==> src/rtl/rsc_pkg.sv <==
package rsc_pkg;
  localparam int WORD_W = 32;
  typedef logic [WORD_W-1:0] word_t;

  localparam int BIT_PWRON     = WORD_W - 1;
  localparam int BIT_SW_PWRON  = WORD_W - 2;
  localparam int BIT_SW_EXT    = WORD_W - 3;
  localparam int BIT_BTN_PWRON = WORD_W - 4;
  localparam int BIT_BTN_EXT   = WORD_W - 5;

  localparam word_t PWRON_ONLY = word_t'(1) << BIT_PWRON;
  localparam word_t STICKY_MASK = (word_t'(1) << BIT_PWRON)
                                | (word_t'(1) << BIT_BTN_PWRON)
                                | (word_t'(1) << BIT_BTN_EXT);
  localparam word_t DIRECT_MASK = (word_t'(1) << BIT_SW_PWRON)
                                | (word_t'(1) << BIT_SW_EXT);
  localparam word_t LIVE_MASK = STICKY_MASK | DIRECT_MASK;
endpackage

==> src/rtl/rsc_decode.sv <==
module rsc_decode #(
  parameter int ADDR_W  = 3,
  parameter int SEL_BIT = 2
) (
  input  logic [ADDR_W-1:0] addr,
  input  logic              wr_en,
  input  logic              rd_en,
  input  logic              sys_rst_i,
  output logic              wr_hit,
  output logic              rd_hit
);
  logic unused_addr_bits;
  assign unused_addr_bits = &{1'b0, addr};

  // A reset event takes the cycle; a colliding write is dropped.
  assign wr_hit = wr_en && addr[SEL_BIT] && !sys_rst_i;
  assign rd_hit = rd_en && addr[SEL_BIT];
endmodule

==> src/rtl/rsc_event_cnt.sv <==
module rsc_event_cnt #(
  parameter int CNT_W = 4
) (
  input  logic             clk,
  input  logic             rst,
  input  logic             evt,
  input  logic             clr,
  output logic [CNT_W-1:0] cnt_q,
  output logic             first
);
  localparam logic [CNT_W-1:0] CNT_MAX = {CNT_W{1'b1}};

  always_ff @(posedge clk) begin
    if (rst) begin
      cnt_q <= '0;
    end else if (evt) begin
      if (cnt_q != CNT_MAX) cnt_q <= cnt_q + 1'b1;
    end else if (clr) begin
      cnt_q <= '0;
    end
  end

  assign first = (cnt_q == '0);
endmodule

==> src/rtl/rsc_status.sv <==
module rsc_status
  import rsc_pkg::*;
(
  input  logic  clk,
  input  logic  rst,
  input  logic  evt,
  input  logic  first,
  input  logic  wr_hit,
  input  word_t wr_data,
  output word_t status_q,
  output logic  req_q,
  output logic  clr_cnt
);
  word_t wv;
  word_t next_wr;

  assign wv      = wr_data & LIVE_MASK;
  assign next_wr = (status_q & ~(wv & STICKY_MASK) & ~DIRECT_MASK)
                 | (wv & DIRECT_MASK);
  assign clr_cnt = wr_hit && wv[BIT_SW_PWRON];

  always_ff @(posedge clk) begin
    if (rst) begin
      status_q <= '0;
      req_q    <= 1'b0;
    end else begin
      req_q <= 1'b0;
      if (evt) begin
        if (first) status_q <= PWRON_ONLY;
      end else if (wr_hit) begin
        status_q <= next_wr;
        req_q    <= |(wv & DIRECT_MASK);
      end
    end
  end
endmodule

==> src/rtl/reset_cause_reg.sv <==
module reset_cause_reg
  import rsc_pkg::*;
#(
  parameter int ADDR_W  = 3,
  parameter int SEL_BIT = 2,
  parameter int CNT_W   = 4
) (
  input  logic              clk,
  input  logic              rst,
  input  logic              sys_rst_i,
  input  logic [ADDR_W-1:0] addr,
  input  logic              wr_en,
  input  logic [WORD_W-1:0] wr_data,
  input  logic              rd_en,
  output logic [WORD_W-1:0] rd_data,
  output logic              rst_req_o
);
  logic             wr_hit, rd_hit, first, clr_cnt;
  logic [CNT_W-1:0] cnt_q;
  word_t            status_q;

  rsc_decode #(.ADDR_W(ADDR_W), .SEL_BIT(SEL_BIT)) u_dec (
    .addr(addr), .wr_en(wr_en), .rd_en(rd_en), .sys_rst_i(sys_rst_i),
    .wr_hit(wr_hit), .rd_hit(rd_hit)
  );

  rsc_event_cnt #(.CNT_W(CNT_W)) u_cnt (
    .clk(clk), .rst(rst), .evt(sys_rst_i), .clr(clr_cnt),
    .cnt_q(cnt_q), .first(first)
  );

  rsc_status u_stat (
    .clk(clk), .rst(rst), .evt(sys_rst_i), .first(first),
    .wr_hit(wr_hit), .wr_data(wr_data),
    .status_q(status_q), .req_q(rst_req_o), .clr_cnt(clr_cnt)
  );

  always_ff @(posedge clk) begin
    if (rst) rd_data <= '0;
    else     rd_data <= rd_hit ? status_q : '0;
  end
endmodule

==> config.mk <==
export PLATFORM = sky130hd
export DESIGN_NAME = reset_cause_reg
export DESIGN_NICKNAME = d
export VERILOG_FILES = /design/src/rtl/rsc_pkg.sv /design/src/rtl/rsc_decode.sv /design/src/rtl/rsc_event_cnt.sv /design/src/rtl/rsc_status.sv /design/src/rtl/reset_cause_reg.sv
export SDC_FILE = /design/constraint.sdc
export NUM_CORES = 1
export LEC_CHECK = 0
export BUFFER_PORTS_ARGS = -buffer_cell sky130_fd_sc_hd__buf_2
export CORE_MARGIN = 2
export CORE_UTILIZATION = 40
export DETAILED_ROUTE_END_ITERATION = 10
export PLACE_DENSITY = 0.82
export SYNTH_ARGS = -nofsm -noshare
export SYNTH_HDL_FRONTEND = slang
export SYNTH_SLANG_ARGS = --single-unit
==> constraint.sdc <==
create_clock -name clk -period 3.04 [get_ports clk]
set_input_delay 0.608 -clock clk [delete_from_list [all_inputs] [get_ports clk]]
set_output_delay 0.608 -clock clk [all_outputs]
set_load 0.02 [all_outputs]
-- After elaboration in Yosys (flattened, before gate mapping)
Index checks and enable logic that the tools add are counted.
- flip-flop bits (word level): 69
- word-level logic and storage cells: 32
- $add $sub $neg: 1
- eq/ne operators: 3
- multiplexer cells: 6
- bitwise logic cells: 5
- reductions and logical operators: 13
- operator list (cell ; count):
    32-bit 2-to-1 mux ; 3
    32-bit AND ; 1
    32-bit inverter ; 1
    32-bit by 31-bit bitwise OR with 32-bit output ; 1
    4-bit 2-to-1 mux ; 3
    4-bit by 1-bit adder with 4-bit output (second input constant) ; 1
    1-bit logical AND ; 4
    4-bit zero test ; 1
    4-bit != test (second input constant) ; 1
    2-bit AND reduction ; 2
    2-bit nonzero test ; 2
    2-bit OR reduction ; 2
    3-bit OR reduction ; 1
    2-bit by 1-bit != test with 1-bit output (second input constant) ; 1
    2-bit != test (second input constant) ; 1
    1-bit inverter ; 2
    1-bit zero test ; 1

-- Depth between registers and ports, before layout
Gate-level depths: netlist of run 1.
- depth in word-level cells: 5
- gate-level depth with buffers: 5
- gate-level depth less buffers: 5

-- Cells and area by module
A second synthesis of run 1 with hierarchy kept.
- cells, all modules: 149
- area, all modules: 1715.4 sq um
- modules (own cells, without submodules) (module ; instances ; cells each ; area each (sq um)):
    reset_cause_reg ; 1 ; 70 ; 998.5
    rsc_status ; 1 ; 53 ; 474.2
    rsc_event_cnt ; 1 ; 24 ; 227.7
    rsc_decode ; 1 ; 2 ; 15.0

-- Least setup slack after synthesis of run 1
Ideal clock, no wire load.
- path kind: input-to-reg
- from: in sys_rst_i
- to: reg u_stat.status_q[27]
- arrival time: 1.180 ns
- path slack: 1.744 ns
- cell stages on the path: 4
- path buffers: 1
- cell sequence: buf_6 and3b_2 nand2_1 and3_1
- cells in the longest elaborated chain, start to end: 4
- elaborated cells between the ends (all ways): 6
- RTL lines (element ; line ; RTL):
    from (decl) ; reset_cause_reg.sv:10 ; input logic sys_rst_i,
    1-bit zero test ; rsc_decode.sv:16 ; assign wr_hit = wr_en && addr[SEL_BIT] && !sys_rst_i;
    1-bit logical AND ; rsc_decode.sv:16 ;
    2-bit nonzero test (no source line) ; -- ;
    2-bit AND reduction (no source line) ; -- ;
    to (signal assigned) ; rsc_status.sv:31 ; status_q <= next_wr;
    to (decl) ; rsc_status.sv:10 ; output word_t status_q,
Parallel ways exist; a longest one is shown, timed or not.
A chain may end at the register's enable or synchronous reset.

-- Worst setup path after layout of run 1
- from: reg rd_data[29]
- to: out rd_data[29]
- RTL lines (element ; line ; RTL):
    from (decl) ; reset_cause_reg.sv:15 ; output logic [WORD_W-1:0] rd_data,
    from (signal assigned) ; reset_cause_reg.sv:40 ; else rd_data <= rd_hit ? status_q : '0;
No word-level cell between the ends.

==> results.ini, run 1 <==
[status]
outcome=complete, no violations

[detailed_routing]
finalWirelength_mm=1.31
vias_per_cell=4.30
wl_per_cell_um=9.55
drc_errors=0
num_vias=589
firstDrtPassIters=4
ant_nets=0
drt-initial-drc-count=16

[setup_path]
reg2reg_from=u_cnt.cnt_q[0]
startpoint_type=flop
critPathCaptureType=output pin
cp.depth=1
path_max_fanout=1
slowest_delay_ns=0.33
rr_worst_depth=5
critical_path_class=flop to output pin
cp.required_ns=2.43
rrSetupSlack_ns=1.84
crit_chain=buf_2
r2r-end=u_stat.status_q[27]
critPathTopFamily=flip-flops
cp_data_arrival_time_ns=0.77
path_buf_inv=1
slowest_stage=dfxtp_1

[timing]
hold_viol=0
tns_ns=0
fin_ws_ns=1.67
rsz0062_at_grt=false
setup_violations=0
period_share=0.452
slew_viol_final=0
timing.fmax_mhz=728
layout_min_cycle_time_ns=1.37
fin_worst_skew_ns=0.00702

[cts]
cts_setup_buffers=0
clockBufferDepth=2
cts_tree=done
clock-sinks=15
post_cts_resize_count=0
h-tree-depth=1
clkLatencyLatePin_ns=0.29
cts_inserted_buffers=3
path_clk_slew_ns=0.09
cts_hold_buf=0
clock-root-buffer=clkbuf_4

[floorplan]
die_area_um2=2490
die_x_um=49.9
initial_core_util=0.425
rows=16
die_h_um=49.9
coreArea_um2=1980
io_pins=73

[synthesis]
synth-edff-count=0
synthDistinctLibCells=25
ys_warn_count=0
ys.flop_type=dfxtp_1
synthMuxAreaShare=0
ys_seq_elements=15
synthesis.area_um2=842
postSynthCellCount=93
synthSimpleGateAreaFrac=0.239
synth_area_per_cell_um2=9.05
synth_compound_area_frac=0.0832
synth_top_family_by_area=buffers and inverters
async_reset_ff_frac=0
synth_xor_xnor_area_share=0.0104
ys_seq_area_frac=0.357
synth_adder_area_share=0.0297

[grt]
grt_pass1_wl_mm=2.04
grtUsageTotal=0.109
grt_max_degree=12
grt_pass1_vias=475
grt-ovfl-total=0
antenna_found_initial=0

[placed_design]
dp_hpwl_mm=1.06
place.detailed.instances=133
portBuffers=16
dp_slack_ns=1.63
place.gp.congestion=0.696

[layout]
final_cell_mix=27 x conb_1, 16 x buf_2, 15 x dfxtp_1
antenna_cells=0
nets=153
fin_cells=137
drive_gt1_frac=0.200
layout_commonest_cell=conb_1
seq_area_um2=300
multi_input_area_um2=407
fill_cells=210
synthToLayoutAreaGrowth_pct=1.93

[hold_path]
hp-start=u_stat.status_q[28]
min_to=rd_data[28]
min_path_type=flop to flop
holdPathStages=1

[power_and_ir_drop]
seqPwrFrac=0.537
p_comb_frac=0.166
clkPwrFrac=0.297
p_sw_uw=113
p_int_uw=267
powerDensity_nw_per_um2=443
p_sw_frac=0.298
power.leakage_nw=0.431
power_uw=380
peakVddDrop_v=0.000170

[job]
drv_cap=0

==> logic make-up (layout without fill, tap and decap cells) <==
family          count (synthesis)  in the layout
fa+ha+maj                       2              2
xor+xnor                        1              1
simple gates                   32             32
compound gates                 10             10
buf+inv                        32             23
other cells                     1             27
flops                          15             15
==> sequential cells by signal (all words and copies together), names as in the netlist <==
signal,count
rd_data,5
u_stat.status_q,5
u_cnt.cnt_q,4
u_stat.req_q,1
==> synth_stat cells (all sizes together), types with 2 or more instances <==
cell / number / area, µm²
a21oi: 4 / 20.0
and2: 5 / 31.3
and3: 3 / 18.8
buf: 29 / 221
dfxtp: 15 / 300
ha: 2 / 25.0
inv: 3 / 11.3
nand2: 4 / 15.0
nand3: 7 / 35.0
nor2: 5 / 18.8
o211ai: 3 / 22.5
==> per-layer routing <==
layer	vias to the layer above	track usage	routed length (µm)
li1	291	-	-
met5	-	0	0
met1	260	0.120	506
met4	0	0.0694	29
met3	3	0.0273	146
met2	35	0.184	626
==> worst max-delay path by stage <==
stage,start,slack [ns],end
floorplan,sys_rst_i,1.74,u_stat.status_q[27]
global placement,sys_rst_i,1.65,u_stat.status_q[27]
detailed placement,sys_rst_i,1.63,u_stat.status_q[27]
CTS,rd_data[29],1.65,rd_data[29]
global route,rd_data[29],1.62,rd_data[29]
finish,rd_data[29],1.67,rd_data[29]
==> metrics by stage <==
step	instance area [µm²]	hold WS, ns	util
2_1_floorplan	940	0.421	-
3_3_place_gp	832	0.432	0.420
3_5_place_dp	832	0.436	0.420
4_1_cts	858	0.459	0.433
5_1_grt	858	0.479	0.433
6_report	858	0.459	0.433
==> layout make-up <==
cell class,count,share of cell area
multi-input combinational,72,0.474
inverter,3,0.0131
tap,27,0.0394
timing repair buffer,16,0.0933
sequential,15,0.350
clock buffer,4,0.0306
==> power by group through the flow <==
stage | registers, mW | logic [mW] | clock network, mW
after floorplan | 0.209 | 0.0772 | 0
after global placement | 0.209 | 0.0614 | 0
after detailed placement | 0.209 | 0.0625 | 0
after CTS | 0.204 | 0.0627 | 0.117
after global routing | 0.205 | 0.0686 | 0.129
final | 0.204 | 0.0631 | 0.113
Power figures use the tool's default switching activity.
==> run 2, diff against run 1 <==
CORE_UTILIZATION = 33   (was 40)
PLACE_DENSITY = 0.72   (was 0.82)
clock period = 1.25 ns   (was 3.04 ns; I/O delays follow)
==> results.ini, run 2 (synthesis results as in run 1) <==
[status]
outcome=complete, no violations

[floorplan]
io_pins=73  ; unchanged
die_h_um=54.5  ; +9.3%
die_area_um2=2970  ; +19%
coreArea_um2=2450  ; +24%
die_x_um=54.5  ; +9.3%
rows=18  ; +2
initial_core_util=0.343  ; -0.0819

[detailed_routing]
drt-initial-drc-count=6  ; -10
num_vias=578  ; -1.9%
drc_errors=0  ; unchanged
ant_nets=0  ; unchanged
vias_per_cell=4.13  ; -4.0%
firstDrtPassIters=4  ; unchanged
finalWirelength_mm=1.32  ; +0.76%
wl_per_cell_um=9.42  ; -1.4%

[timing]
hold_viol=0  ; unchanged
period_share=0.928
slew_viol_final=0  ; unchanged
setup_violations=0  ; unchanged
fin_worst_skew_ns=0.00366  ; -0.00336 ns
layout_min_cycle_time_ns=1.16
timing.fmax_mhz=862
tns_ns=0  ; unchanged
whs_ns=0.146  ; -0.313 ns
rsz0062_at_grt=false

[layout]
antenna_cells=0  ; unchanged
largestRegisters=rd_data x5, u_stat.status_q x5, u_cnt.cnt_q x4
nets=153  ; unchanged
final_cell_mix=27 x conb_1, 16 x buf_2, 13 x dfxtp_1
drive_gt1_frac=0.236  ; +0.0364
layout_commonest_cell=conb_1
synthToLayoutAreaGrowth_pct=3.12

[power_and_ir_drop]
powerDensity_nw_per_um2=1070  ; +140%
peakVddDrop_v=0.000406  ; +140%
power.leakage_nw=0.435  ; +0.81%

[setup_path]
cp.required_ns=1.42  ; -1.01 ns
startpoint_type=flop
path_max_fanout=4  ; +3
cp_data_arrival_time_ns=1.33  ; +0.56 ns
critical_path_class=flop to flop
critPathCaptureType=flop

[grt]
grt_max_degree=12  ; unchanged
antenna_found_initial=0  ; unchanged
grt_pass1_wl_mm=2.04  ; unchanged
grt-ovfl-total=0  ; unchanged
grt_pass1_vias=475  ; unchanged
grtUsageTotal=0.0961  ; -0.0129

[placed_design]
portBuffers=16  ; unchanged
place.gp.congestion=0.682  ; -2.0%
dp_hpwl_mm=1.05  ; about the same

[cts]
cts_tree=done
clock-root-buffer=clkbuf_4
clockBufferDepth=2  ; unchanged
cts_inserted_buffers=3  ; unchanged
clkLatencyLatePin_ns=0.28  ; about the same
path_clk_slew_ns=0.09  ; about the same
h-tree-depth=1  ; unchanged
clock-sinks=15  ; unchanged
cts_hold_buf=0  ; unchanged

[job]
drv_cap=0  ; unchanged

[hold_path]
min_path_type=primary input to flop

## run 2: cell count changes in the layout (fill, tap and decap cells not counted), sizes merged
cell,previous run,this run
clkinv,0,1
clkbuf,4,3
## run 2: metal layers
layer,track usage,share of wire,vias up
met5,0,0,-
li1,-,-,289
met4,0.0500,0,0
met2,0.165,0.48,32
met1,0.104,0.41,257
met3,0.0328,0.11,0
## run 2: worst paths after layout
path                          to  cells past startpoint                 from  slack, ns
min          u_stat.status_q[31]                      2          wr_data[31]       0.15
max               u_cnt.cnt_q[0]                      4       u_cnt.cnt_q[0]       0.09
max reg2reg       u_cnt.cnt_q[0]                      4       u_cnt.cnt_q[0]       0.09
min reg2reg          rd_data[27]                      1  u_stat.status_q[27]       0.45
## run 2: final cells by class
type | count | area [µm²]
fillers | 263 | 1590
multi-input cells | 72 | 409
flip-flops and latches | 15 | 303
repair buffers | 16 | 80.1
well taps | 30 | 37.5
clock buffers | 3 | 22.5
inverters | 3 | 11.3
clock inverters | 1 | 5.00
## run 2: through the flow
stage	total power, mW	util	area, µm²	std cells	setup slack [ns]
2_1_floorplan	0.696	-	940	119	0.160
6_report	0.931	0.354	868	140	0.0901
3_3_place_gp	0.657	0.340	836	136	0.117
5_1_grt	0.980	0.354	868	140	0.0166
3_5_place_dp	0.662	0.340	836	136	0.0655
4_1_cts	0.944	0.352	863	140	0.0365
## run 2: where the power goes
| group | switching [mW] | internal, mW |
|---|---|---|
| Sequential | 0.00774 | 0.490 |
| Clock | 0.158 | 0.119 |
| Combinational | 0.120 | 0.0367 |
## run 2: critical path, cell delays in order (launching register included)
cell	delay [ns]
dfxtp_2	0.34
ha_1	0.23
and3_1	0.22
o211ai_1	0.17
a21oi_1	0.09
## run 2: what timing repair did
action | CTS | global route
setup endpoints to repair | 0 | 4
setup buffers | 0 | 0
endpoints found under the hold margin | 0 | 0
resized for setup | 0 | 3
==> run 3, diff against run 2 <==
ABC_AREA = 1   (was not set)
CORE_ASPECT_RATIO = 2   (was not set)
CORE_UTILIZATION = 24   (was 33)
PLACE_DENSITY = 0.56   (was 0.72)
==> results.ini, run 3 <==
[setup_path]
reg2reg_from=u_cnt.cnt_q[0]
path_max_fanout=5  ; +1
cp_data_arrival_time_ns=1.28  ; -0.05 ns
startpoint_type=flop
rrSetupSlack_ns=0.11  ; +0.02 ns
critical_path_class=flop to flop
critPathCaptureType=flop
rr_worst_depth=5  ; +1
r2r-end=u_cnt.cnt_q[1]
cp.required_ns=1.38  ; -0.04 ns

[timing]
hold_viol=0  ; unchanged
timing.fmax_mhz=875  ; +1.5%
tns_ns=0  ; unchanged
slew_viol_final=0  ; unchanged
fin_worst_skew_ns=0.00109  ; -0.00258 ns
rsz0062_at_grt=false
period_share=0.914  ; -0.0140
layout_min_cycle_time_ns=1.14  ; -0.0175 ns
setup_violations=0  ; unchanged

[detailed_routing]
vias_per_cell=3.95  ; -4.4%
firstDrtPassIters=2  ; -2
num_vias=608  ; +5.2%
wl_per_cell_um=8.64  ; -8.3%
finalWirelength_mm=1.33  ; +0.91%
drc_errors=0  ; unchanged
ant_nets=0  ; unchanged
drt-initial-drc-count=4  ; -2

[layout]
largestRegisters=rd_data x5, u_stat.status_q x5, u_cnt.cnt_q x4
layout_commonest_cell=conb_1
multi_input_area_um2=373  ; -8.9%
synthToLayoutAreaGrowth_pct=7.74
finalInstanceArea_um2=871  ; +0.29%
fill_cells=359  ; +37%
postLayoutCoreUtil=0.273  ; -0.0810
drive_gt1_frac=0.228  ; -0.00872
seq_area_um2=303  ; unchanged
final_cell_mix=27 x conb_1, 18 x nand2_1, 16 x buf_2
antenna_cells=0  ; unchanged
nets=166  ; +8.5%

[synthesis]
ys_seq_area_frac=0.372  ; +0.0149
synthTopCellsByCount=27 x buf_4, 18 x nand2_1, 15 x dfxtp_1
synth-edff-count=0  ; unchanged
postSynthCellCount=104  ; +12%
ys_seq_elements=15  ; unchanged
yosysMostFrequentCell=buf_4
synthDistinctLibCells=18  ; -28%
async_reset_ff_frac=0  ; unchanged
synth_area_leader_cell=dfxtp_1
ys.flop_type=dfxtp_1
ys_warn_count=0  ; unchanged
synth_area_leaders=dfxtp_1 37%, buf_4 25%, nand2_1 8.4%
synth_area_per_cell_um2=7.77  ; -14%
synth_top_area_share=0.372  ; +0.0149
synthesis.area_um2=808  ; -4.0%

[floorplan]
coreArea_um2=3190  ; +30%
die_x_um=45.0  ; -17%
initial_core_util=0.253  ; -0.0899
die_h_um=86.1  ; +58%
rows=29  ; +11
die_area_um2=3880  ; +30%
io_pins=73  ; unchanged

[power_and_ir_drop]
clkPwrFrac=0.367  ; +0.070
p_int_uw=747  ; +16%
power.leakage_nw=0.439  ; +0.91%
p_comb_frac=0.155  ; -0.013
peakVddDrop_v=0.000454  ; +12%
p_sw_uw=301  ; +5.6%
p_sw_frac=0.287  ; -0.0192
seqPwrFrac=0.478  ; -0.057
powerDensity_nw_per_um2=1200  ; +12%
power_mw=1.05  ; +13%

[cts]
clock-sinks=15  ; unchanged
cts_hold_buf=0  ; unchanged
cts_inserted_buffers=3  ; unchanged
clkLatencyLatePin_ns=0.24  ; -0.04 ns
clock-root-buffer=clkbuf_8
clockBufferDepth=2  ; unchanged
h-tree-depth=1  ; unchanged
path_clk_slew_ns=0.06  ; -0.03 ns
cts_tree=done

[status]
outcome=complete, no violations

[placed_design]
dp_hpwl_mm=1.10  ; +4.2%
portBuffers=16  ; unchanged
place_area_um2=822  ; -1.6%
place.gp.congestion=0.709  ; +3.9%

[hold_path]
holdPathStages=2  ; unchanged
min_to=u_stat.status_q[29]
min_path_type=primary input to flop
hp-start=rst

[grt]
antenna_found_initial=0  ; unchanged
grt_pass1_wl_mm=2.08  ; +2.4%
grt-ovfl-total=0  ; unchanged
grt_max_degree=10  ; -2
grtUsageTotal=0.0710  ; -0.0251
grt_pass1_vias=520  ; +9.5%

[job]
drv_cap=0  ; unchanged

## run 3: power by group through the flow
stage	clock network [mW]	registers, mW	logic, mW
after CTS	0.394	0.500	0.161
final	0.385	0.501	0.162
after global placement	0	0.510	0.158
after detailed placement	0	0.510	0.160
after floorplan	0	0.511	0.186
after global routing	0.421	0.502	0.180
## run 3: cells by family after synthesis
group / synth area share
simple gates: 0.234
buf+inv: 0.288
flops: 0.372
compound gates: 0.0712
fa+ha+maj: 0.0310
other cells: 0.00464
## run 3: how the worst max path moves through the flow
stage                         from              to  depth (start not counted)
CTS                 u_cnt.cnt_q[0]  u_cnt.cnt_q[3]                          6
detailed placement  u_cnt.cnt_q[0]  u_cnt.cnt_q[3]                          6
finish              u_cnt.cnt_q[0]  u_cnt.cnt_q[1]                          5
global placement    u_cnt.cnt_q[0]  u_cnt.cnt_q[3]                          6
global route        u_cnt.cnt_q[0]  u_cnt.cnt_q[1]                          5
floorplan           u_cnt.cnt_q[0]  u_cnt.cnt_q[1]                          5
## run 3: metrics by stage
stage | setup WS [ns] | cells | hold WS [ns]
floorplan | 0.172 | 130 | 0.319
global placement | 0.0862 | 150 | 0.414
detailed placement | 0.0668 | 150 | 0.419
CTS | 0.0553 | 154 | 0.214
global route | 0.0209 | 154 | 0.230
finish | 0.108 | 154 | 0.215
## run 3: worst max-delay path: stages, from the launching register on
cell and delay, ns:
dfxtp_2 0.36, inv_1 0.07, ha_1 0.28, nand2_1 0.06, a21boi_0 0.20, nor2_1 0.07
## run 3: final cells by class
class / count / share of cell area
inverter: 8 / 0.0345
timing repair buffer: 16 / 0.0920
tap: 31 / 0.0445
multi-input combinational: 80 / 0.428
clock inverter: 1 / 0.00575
sequential: 15 / 0.348
clock buffer: 3 / 0.0474
## run 3: timing repair
| action | in CTS | in global routing |
|---|---|---|
| gates resized for setup | 0 | 2 |
| buffers inserted | 0 | 0 |
| endpoints found under the setup margin | 0 | 5 |
## run 3: per-layer routing
metal / GRT usage / wire, µm / up-vias
li1: - / - / 309
met1: 0.0666 / 441 / 260
met2: 0.132 / 722 / 34
met3: 0.0189 / 138 / 5
met4: 0.0321 / 28 / 0
met5: 0 / 0 / -
